<file path="config.mk">
export PLATFORM = sky130hd
export DESIGN_NAME = lim_timer_top
export DESIGN_NICKNAME = d
export VERILOG_FILES = /design/src/rtl/lt_pkg.sv /design/src/rtl/lt_bus_dec.sv /design/src/rtl/lt_counter.sv /design/src/rtl/lt_rd_mux.sv /design/src/rtl/lim_timer_top.sv
export SDC_FILE = /design/constraint.sdc
export NUM_CORES = 1
export LEC_CHECK = 0
export BUFFER_PORTS_ARGS = -buffer_cell sky130_fd_sc_hd__clkbuf_2
export CAP_MARGIN = 25
export CORE_MARGIN = 5
export CORE_UTILIZATION = 55
export DETAILED_ROUTE_END_ITERATION = 10
export PLACE_DENSITY = 0.84
export SYNTH_ARGS = -nofsm -noshare
export SYNTH_HDL_FRONTEND = slang
export SYNTH_SLANG_ARGS = --single-unit
export TNS_END_PERCENT = 20
</file>
<file path="constraint.sdc">
create_clock -name clk_i -period 3.63 [get_ports clk_i]
set_input_delay 0.363 -clock clk_i [delete_from_list [all_inputs] [get_ports clk_i]]
set_output_delay 0.363 -clock clk_i [all_outputs]
set_load 0.02 [all_outputs]
</file>
<file path="src/rtl/lt_pkg.sv">
package lt_pkg;
  parameter int DATA_W  = 32;
  parameter int FLD_LSB = 10;
  localparam int FLD_W  = DATA_W - 1 - FLD_LSB;

  typedef enum logic [1:0] {
    W_LIM = 2'd0,
    W_CNT = 2'd1,
    W_NCL = 2'd2,
    W_AUX = 2'd3
  } word_e;

  function automatic logic [DATA_W-1:0] pack_fld(input logic flag, input logic [FLD_W-1:0] val);
    return {flag, val, {FLD_LSB{1'b0}}};
  endfunction
endpackage

</file>
<file path="src/rtl/lt_bus_dec.sv">
module lt_bus_dec #(
  parameter int NUM_CPU = 2,
  parameter int ADDR_W  = 4
) (
  input  logic              req_i,
  input  logic [ADDR_W-1:0] addr_i,
  output logic [NUM_CPU:0]  inst_sel_o,
  output logic              cfg_sel_o,
  output logic [1:0]        word_o
);
  localparam int INST_W = ADDR_W - 2;

  logic [INST_W-1:0] inst;
  assign inst   = addr_i[ADDR_W-1:2];
  assign word_o = addr_i[1:0];

  // index NUM_CPU is the system timer
  for (genvar k = 0; k <= NUM_CPU; k++) begin : g_sel
    assign inst_sel_o[k] = req_i && (inst == INST_W'(k));
  end

  assign cfg_sel_o = req_i && (inst == INST_W'(NUM_CPU + 1)) && (addr_i[1:0] == 2'd0);
endmodule

</file>
<file path="src/rtl/lt_counter.sv">
module lt_counter
  import lt_pkg::*;
#(
  parameter bit IS_CPU = 1'b1
) (
  input  logic              clk_i,
  input  logic              rst_ni,
  input  logic              tick_i,
  input  logic              user_i,
  input  logic              sel_i,
  input  logic              we_i,
  input  logic [1:0]        word_i,
  input  logic [DATA_W-1:0] wdata_i,
  output logic [DATA_W-1:0] rdata_o,
  output logic              irq_o
);
  logic [FLD_W-1:0] lim_q, cnt_q, new_lim;
  logic [FLD_W:0]   cnt_inc;
  logic             flag_q, run_q;
  logic             wr_lim, wr_ncl, wr_aux, rd_clr;
  logic             periodic, advance, wrap;

  assign wr_lim  = sel_i &&  we_i && (word_i == W_LIM);
  assign wr_ncl  = sel_i &&  we_i && (word_i == W_NCL);
  assign wr_aux  = sel_i &&  we_i && (word_i == W_AUX);
  assign rd_clr  = sel_i && !we_i && (word_i == W_LIM);
  assign new_lim = wdata_i[FLD_LSB +: FLD_W];

  assign periodic = !(IS_CPU && user_i);
  assign cnt_inc  = {1'b0, cnt_q} + 1'b1;
  assign advance  = tick_i && (periodic ? (lim_q != '0) : run_q);
  // >= so a limit lowered through the alias below the count still wraps
  assign wrap     = periodic && advance && (cnt_inc >= {1'b0, lim_q});

  always_ff @(posedge clk_i or negedge rst_ni) begin
    if (!rst_ni) begin
      lim_q  <= '0;
      cnt_q  <= '0;
      flag_q <= 1'b0;
    end else begin
      if (wr_lim || wr_ncl) lim_q <= new_lim;
      if (wr_lim)           cnt_q <= FLD_W'(1);
      else if (advance)     cnt_q <= wrap ? FLD_W'(1) : cnt_inc[FLD_W-1:0];
      if (wrap)             flag_q <= 1'b1;
      else if (rd_clr)      flag_q <= 1'b0;
    end
  end

  if (IS_CPU) begin : g_run
    always_ff @(posedge clk_i or negedge rst_ni) begin
      if (!rst_ni)     run_q <= 1'b0;
      else if (wr_aux) run_q <= wdata_i[0];
    end
  end else begin : g_norun
    assign run_q = 1'b0;
  end

  always_comb begin
    unique case (word_i)
      W_LIM, W_NCL: rdata_o = pack_fld(flag_q, lim_q);
      W_CNT:        rdata_o = pack_fld(flag_q, cnt_q);
      default:      rdata_o = {{(DATA_W-1){1'b0}}, run_q};
    endcase
  end

  assign irq_o = flag_q;

  a_r3_cnt_bounded: assert property (@(posedge clk_i) disable iff (!rst_ni)
    (periodic && !wr_lim && !wr_ncl && lim_q != '0 && cnt_q != '0 && cnt_q < lim_q)
      |=> (cnt_q <= lim_q));
  a_r4_rise_on_tick: assert property (@(posedge clk_i) disable iff (!rst_ni)
    $rose(flag_q) |-> $past(tick_i));
  a_r6_zero_hold: assert property (@(posedge clk_i) disable iff (!rst_ni)
    (periodic && lim_q == '0 && !wr_lim) |=> $stable(cnt_q));
  a_r8_user_hold: assert property (@(posedge clk_i) disable iff (!rst_ni)
    (!periodic && !run_q && !wr_lim) |=> $stable(cnt_q));
  a_r8_user_no_flag: assert property (@(posedge clk_i) disable iff (!rst_ni)
    (!periodic && !flag_q) |=> !flag_q);
  a_r10_write_wins: assert property (@(posedge clk_i) disable iff (!rst_ni)
    wr_lim |=> (cnt_q == FLD_W'(1)));
endmodule

</file>
<file path="src/rtl/lt_rd_mux.sv">
module lt_rd_mux
  import lt_pkg::*;
#(
  parameter int NUM_CPU = 2
) (
  input  logic [NUM_CPU:0][DATA_W-1:0] inst_rd_i,
  input  logic [NUM_CPU:0]             inst_sel_i,
  input  logic                         cfg_sel_i,
  input  logic [NUM_CPU-1:0]           cfg_i,
  output logic [DATA_W-1:0]            rdata_o
);
  always_comb begin
    rdata_o = '0;
    for (int k = 0; k <= NUM_CPU; k++)
      if (inst_sel_i[k]) rdata_o = rdata_o | inst_rd_i[k];
    if (cfg_sel_i) rdata_o = rdata_o | {{(DATA_W-NUM_CPU){1'b0}}, cfg_i};
  end
endmodule

</file>
<file path="src/rtl/lim_timer_top.sv">
module lim_timer_top
  import lt_pkg::*;
#(
  parameter int NUM_CPU = 2,
  parameter int ADDR_W  = 4
) (
  input  logic               clk_i,
  input  logic               rst_ni,
  input  logic               tick_i,
  input  logic               req_i,
  input  logic               we_i,
  input  logic [ADDR_W-1:0]  addr_i,
  input  logic [31:0]        wdata_i,
  output logic [31:0]        rdata_o,
  output logic               rvalid_o,
  output logic               irq_sys_o,
  output logic [NUM_CPU-1:0] irq_cpu_o
);
  logic [NUM_CPU:0]             inst_sel;
  logic [NUM_CPU:0][DATA_W-1:0] inst_rd;
  logic [NUM_CPU:0]             inst_irq;
  logic                         cfg_sel;
  logic [1:0]                   word;
  logic [NUM_CPU-1:0]           cfg_q;
  logic [DATA_W-1:0]            rd_mux, rdata_q;
  logic                         rvalid_q;

  lt_bus_dec #(.NUM_CPU(NUM_CPU), .ADDR_W(ADDR_W)) i_dec (
    .req_i      (req_i),
    .addr_i     (addr_i),
    .inst_sel_o (inst_sel),
    .cfg_sel_o  (cfg_sel),
    .word_o     (word)
  );

  for (genvar k = 0; k <= NUM_CPU; k++) begin : g_tmr
    localparam bit CPU = (k < NUM_CPU);
    logic user;
    if (CPU) begin : g_u
      assign user = cfg_q[k];
    end else begin : g_nu
      assign user = 1'b0;
    end
    lt_counter #(.IS_CPU(CPU)) i_cnt (
      .clk_i   (clk_i),
      .rst_ni  (rst_ni),
      .tick_i  (tick_i),
      .user_i  (user),
      .sel_i   (inst_sel[k]),
      .we_i    (we_i),
      .word_i  (word),
      .wdata_i (wdata_i),
      .rdata_o (inst_rd[k]),
      .irq_o   (inst_irq[k])
    );
  end

  lt_rd_mux #(.NUM_CPU(NUM_CPU)) i_mux (
    .inst_rd_i  (inst_rd),
    .inst_sel_i (inst_sel),
    .cfg_sel_i  (cfg_sel),
    .cfg_i      (cfg_q),
    .rdata_o    (rd_mux)
  );

  always_ff @(posedge clk_i or negedge rst_ni) begin
    if (!rst_ni) begin
      cfg_q    <= '0;
      rdata_q  <= '0;
      rvalid_q <= 1'b0;
    end else begin
      if (cfg_sel && we_i) cfg_q <= wdata_i[NUM_CPU-1:0];
      rvalid_q <= req_i && !we_i;
      if (req_i && !we_i) rdata_q <= rd_mux;
    end
  end

  assign rdata_o   = rdata_q;
  assign rvalid_o  = rvalid_q;
  assign irq_sys_o = inst_irq[NUM_CPU];
  assign irq_cpu_o = inst_irq[NUM_CPU-1:0];

  a_r2_rvalid_rise: assert property (@(posedge clk_i) disable iff (!rst_ni)
    (req_i && !we_i) |=> rvalid_o);
  a_r2_rvalid_idle: assert property (@(posedge clk_i) disable iff (!rst_ni)
    (!req_i || we_i) |=> !rvalid_o);
  a_r1_sel_onehot: assert property (@(posedge clk_i) disable iff (!rst_ni)
    $onehot0({inst_sel, cfg_sel}));
endmodule

</file>
**Word level (Yosys, flattened, before mapping)**

Index checks and enable logic that the tools add are counted.

- Flip-flop bits (word level): 166
- Bits of input ports: 41
- Output and inout port bits: 36
- Word-level logic and storage cells: 103

- $add $sub $neg: 3
- $lt $le $gt $ge: 3
- Equality and inequality tests: 6
- Multiplexer cells: 24
- Bitwise gates (word level): 3
- Reductions and logical operators: 50

Operators with widths:

| operator | count |
|---|---|
| one-hot mux 32 bit (2 select lines) | 3 |
| 2-to-1 mux 21 bit | 9 |
| 2-to-1 mux 32 bit | 4 |
| adder 21 x 1 -> 22 bit (second input constant) | 3 |
| >= comparator 22 x 21 -> 1 bit | 3 |
| bitwise OR 32 bit | 2 |
| nonzero test 21 bit | 3 |
| logical AND 1 bit | 32 |
| bitwise OR 32 x 2 -> 32 bit | 1 |
| nonzero test 2 bit | 6 |
| == test 2 bit (second input constant) | 4 |
| 2-to-1 mux 1 bit | 8 |
| == test 2 x 1 -> 1 bit (second input constant) | 2 |
| logical NOT 2 bit | 2 |
| logical NOT 1 bit | 3 |
| logical OR 1 bit | 3 |
| OR reduction 2 bit | 1 |

**Longest topological paths before layout**

- Depth after elaboration: 10
- Depth in mapped cells: 16
- Mapped depth without buffers: 13

**Hierarchy**

A second synthesis with hierarchy kept.

- Cells, all modules: 1161
- Area, all modules: 11220.8 µm²

By module, submodules not included:

| module | instances | cells an instance | area each (µm²) | sequential area each (µm²) |
|---|---|---|---|---|
| lt_counter (g_tmr[2].i_cnt) | 1 | 350 | 3165.5 | 1076.0 |
| lt_counter (g_tmr[1].i_cnt) | 1 | 328 | 3025.4 | 1101.1 |
| lt_counter (g_tmr[0].i_cnt) | 1 | 325 | 3022.9 | 1101.1 |
| lim_timer_top | 1 | 76 | 1426.4 | 875.8 |
| lt_rd_mux | 1 | 75 | 525.5 | 0.0 |
| lt_bus_dec | 1 | 7 | 55.1 | 0.0 |

**Worst setup path before layout**

Ideal clock, no wire load.

- Path type: reg2reg
- From: reg g_tmr[1].i_cnt.cnt_q[0]
- To: reg g_tmr[1].i_cnt.cnt_q[4]
- Library setup time: 97 ps
- Arrival: 3318 ps
- Data required time: 3533 ps
- Path slack: 215 ps
- Cell stages (with the launch flop): 16
- Path buffers: 2
- Period minus slack after synthesis: 3415 ps
- Path through: dfrtp_1 ha_1 nand3_1 or3_1 buf_2 nand2b_4 xor2_1 inv_1 ha_1 nand3_1 nor4_1 a22o_1 a2111oi_1 a311oi_2 buf_4 o31ai_1

- Cells in the longest elaborated chain, start to end: 6

Ends and longest elaborated chain:

| item | RTL line | text |
|---|---|---|
| from (decl) | lt_counter.sv:17 | `logic [FLD_W-1:0] lim_q, cnt_q, new_lim;` |
| from (signal assigned) | lt_counter.sv:43 | `else if (advance) cnt_q <= wrap ? FLD_W'(1) : cnt_inc[FLD_W-1:0];` |
| adder 21 x 1 -> 22 bit (*) | lt_counter.sv:30 | `assign cnt_inc = {1'b0, cnt_q} + 1'b1;` |
| >= comparator 22 x 21 -> 1 bit | lt_counter.sv:33 | `assign wrap = periodic && advance && (cnt_inc >= {1'b0, lim_q});` |
| logical AND 1 bit | lt_counter.sv:33 |  |
| 2-to-1 mux 21 bit (*) (2 in a row) | lt_counter.sv:43 |  |
| 2-to-1 mux 21 bit (*) | lt_counter.sv:42 | `if (wr_lim) cnt_q <= FLD_W'(1);` |

Mark *: on every way between the ends. The rest lies on a longest branch, timed or not. The select of a mux whose other input is x is not followed.
A chain may end at the register's enable or synchronous reset.

**Worst setup path in the final report**

- From: reg g_tmr[2].i_cnt.cnt_q[8]
- To: reg g_tmr[2].i_cnt.cnt_q[6]

- Cells in the longest elaborated chain, start to end: 6

Ends and longest elaborated chain:

| item | RTL line |
|---|---|
| from (decl) | lt_counter.sv:17 |
| from (signal assigned) | lt_counter.sv:43 |
| adder 21 x 1 -> 22 bit | lt_counter.sv:30 |
| >= comparator 22 x 21 -> 1 bit | lt_counter.sv:33 |
| logical AND 1 bit | lt_counter.sv:33 |
| 2-to-1 mux 21 bit (2 in a row) | lt_counter.sv:43 |
| 2-to-1 mux 21 bit | lt_counter.sv:42 |

Every way passes these cells. The select of a mux whose other input is x is not followed.

==> metrics.md <==
| Metric | Value |
|---|---|
| Worst Setup Start Kind | flop |
| Netlist cell types | 69 |
| Initial antenna violation count | 0 |
| Worst R2R Path Depth | 14 |
| Synth area leaders | dfrtp_1, ha_1, nand2_1, xnor2_1, inv_1 |
| Die area | 0.0212 mm^2 |
| Worst endpoint data arrival time | 3.93 ns |
| DRT antenna net count | 0 |
| Multi-input logic area | 0.00562 mm^2 |
| Cells after synthesis | 1127 |
| Via/cell ratio | 6.52 |
| Dpl hpwl | 21.5 mm |
| Average cell area after synthesis | 8.97 um^2 |
| # Max-Cap Violations | 0 |
| Setup violators final | 0 |
| Min Clock Period, post-route | 3.61 ns |
| WL/cell | 21.0 um |
| Prevailing post-synth register cell | dfrtp_1 |
| Nets | 1303 |
| Hold_ws | 0.00420 ns |
| Routed vias | 9364 |
| Crit path kind | flop to flop |
| Mapped Area | 0.0101 mm^2 |
| Worst slew pin tran | 0.875 ns |
| DP Worst Slack | -0.0408 ns |
| Largest net degree at the start of global routing | 92 |
| CP max-delay cell | dfrtp_2 |
| Async set-or-reset flop fraction in the synthesized netlist | 1.00 |
| Maximum VDD drop | 403 uV |
| Drt pass-1 iters | 6 |
| Post-CTS Hold Fix Bufs | 0 |
| PortBufs | 59 |
| Fmax achieved | 0.277 GHz |
| Row count | 49 |
| Antenna diodes | 0 |
| CTS buffer count | 17 |
| Total GRT Usage | 0.274 |
| H-tree depth | 4 |
| Required time worst endpoint | 3.95 ns |
| Sequential Area | 0.00396 mm^2 |
| Final hold violation count | 0 |
| Clk pin slew, worst setup/hold paths | 0.06 ns |
| Max clock buf depth | 2 |
| Vias in the first global route | 8858 |
| RD Place Congestion | 0.965 |
| Flop and latch count out of synthesis | 158 |
| Most common cell in the synthesized netlist | nand2_1 |
| Number of synthesized flops with an enable pin | 0 |
| P_leak | 0.00555 uW |
| Clk_skew | 0.0141 ns |
| Power Density | 507 mW/mm^2 |
| Hold/Removal Path Class | input pin to async pin |
| Slew Limit Headroom | 0.417 |
| DRC violations left | 0 |
| CTS sink cnt | 158 |
| Total wire length | 30.1 mm |
| Final Slew Violations | 0 |
| Worst-Skew Late Latency | 0.44 ns |
| Crit-path cells | nand3_2, or3_4, and2_1, or2_2, ha_1, and4_4, nand4_1, nor4_2, buf_4, nor4bb_4, buf_4, and3_4, buf_4, a22o_2 |
| Die Span Y | 146 um |
| Starting DRC count in detailed routing | 1187 |
| Post-synthesis sequential area ratio | 0.391 |
| Core box area | 0.0180 mm^2 |
| Fill cell count | 1431 |
| Initial core utilization | 0.561 |
| Share of the synthesized area in the top cell type | 0.391 |
| Most common cell on crit path | buf_4 |
| Period utilization | 0.995 |
| CP endpoint kind | flop |
| Most frequent cells after synthesis | nand2_1, dfrtp_1, inv_1 |
| Total number of yosys warnings | 0 |
| CTS tree | done |
| First-pass GRT wire length | 47.1 mm |
| CP max FO | 6 |
| Cell taking the most area after synthesis | dfrtp_1 |
| Root Buffer | clkbuf_16 |
| Outcome | finished, final reports clean |
| DIE WIDTH | 146 um |
| Worst path max stage delay | 0.42 ns |
| Layout cells sized above 1 | 0.190 |
| Overflow after GRT | 0 |
| Layout area overhead | 15.1% |
| Worst Slack Setup Final | 0.0194 ns |
| # IOs | 77 |
[routing by layer]
layer  up-vias  GRT usage  routed length [um]
li1       4107          -                   -
met1      4515      0.372               11900
met2       617      0.429               13900
met3       125     0.0651                3040
met4         0      0.101                1320
met5         -          0                   0
[final timing paths]
path	from	endpoint	slack [ns]
setup / recovery	g_tmr[2].i_cnt.cnt_q[8]	g_tmr[2].i_cnt.cnt_q[6]	0.02
hold / removal	rst_ni	g_tmr[0].i_cnt.cnt_q[18]	0.004
setup reg to reg	g_tmr[2].i_cnt.cnt_q[8]	g_tmr[2].i_cnt.cnt_q[6]	0.02
hold reg to reg	rdata_o[1]	rdata_o[1]	0.48
max in group asynchronous	rst_ni	g_tmr[0].i_cnt.cnt_q[17]	2.83
min in group clk_i	wdata_i[1]	cfg_q[1]	0.17
[cell usage in the layout, fill, tap and decap left out, types with 4 or more instances in the layout]
| cell | instances |
|---|---|
| and3_1 | 5 |
| nand3_2 | 4 |
| nand4_1 | 26 |
| conb_1 | 8 |
| clkbuf_16 | 17 |
| inv_1 | 87 |
| o21ai_0 | 58 |
| mux2i_1 | 7 |
| bufinv_16 | 5 |
| nor2b_1 | 5 |
| nor3_1 | 32 |
| a22o_2 | 5 |
| and2_1 | 5 |
| nand2_1 | 158 |
| a22o_1 | 14 |
| nor2_1 | 45 |
| a22oi_1 | 40 |
| nand2b_1 | 4 |
| xnor2_1 | 47 |
| a21o_1 | 17 |
| a21oi_1 | 41 |
| nand3_1 | 50 |
| nor4_1 | 16 |
| clkbuf_2 | 58 |
| xor2_1 | 27 |
| nor4_2 | 5 |
| a32o_1 | 20 |
| dfrtp_1 | 156 |
| or2_2 | 4 |
| buf_4 | 59 |
| mux2_2 | 25 |
| o31ai_1 | 11 |
| ha_1 | 65 |
[worst max-delay path, delay by kind of cell (launching register included)]
family | cells | cell delay (ns)
buffers and inverters | 3 | 0.51
and+or+nand+nor | 9 | 2.08
DFF | 1 | 0.42
AOI/OAI and AO/OA | 1 | 0.20
adders and majority gates | 1 | 0.28
[layout make-up]
type,count,area share
inverter,87,0.0281
clock buffer,18,0.0369
clock inverter,13,0.0183
tap,229,0.0246
sequential,158,0.340
multi-input combinational,810,0.483
timing repair buffer,122,0.0689
[metrics by stage]
step	utilization	cell area [um^2]	setup TNS (ns)	instances	total power [uW]
floorplan	-	10100	0	1134	3250
global route	0.645	11600	-0.0732	1437	6140
detailed placement	0.600	10800	-0.103	1404	3810
CTS	0.637	11500	0	1435	5820
finish	0.645	11600	0	1437	5890
global placement	0.599	10800	0	1403	3730
[registers in the layout, indices dropped and copies added (netlist names)]
| name | flops |
|---|---|
| g_tmr.i_cnt.lim_q | 63 |
| cfg_q | 2 |
| rvalid_o | 1 |
| g_tmr.i_cnt.irq_o | 3 |
| g_tmr.i_cnt.run_q | 2 |
| rdata_o | 24 |
| g_tmr.i_cnt.cnt_q | 63 |
[cells by family (layout without fill, tap and decap cells)]
| family | Yosys count | in the layout | share of synthesized area |
|---|---|---|---|
| buf+inv | 166 | 240 | 0.0712 |
| flops | 158 | 158 | 0.391 |
| mux | 32 | 32 | 0.0348 |
| other cells | 1 | 8 | 0.000371 |
| simple gates | 390 | 390 | 0.189 |
| fa+ha+maj | 66 | 66 | 0.0817 |
| xor+xnor | 75 | 75 | 0.0650 |
| compound gates | 239 | 239 | 0.167 |
[what timing repair did]
item | CTS | global route
setup endpoints to repair | 25 | 42
pin swaps | 1 | 7
cloned | 0 | 0
resized for setup | 3 | 28
buffers inserted | 0 | 2
[power breakdown]
part	total (uW)	internal (uW)	switching, uW
clock network	2000	1220	773
logic	1540	632	909
registers	2360	2040	315
Power figures use the tool's default switching activity.
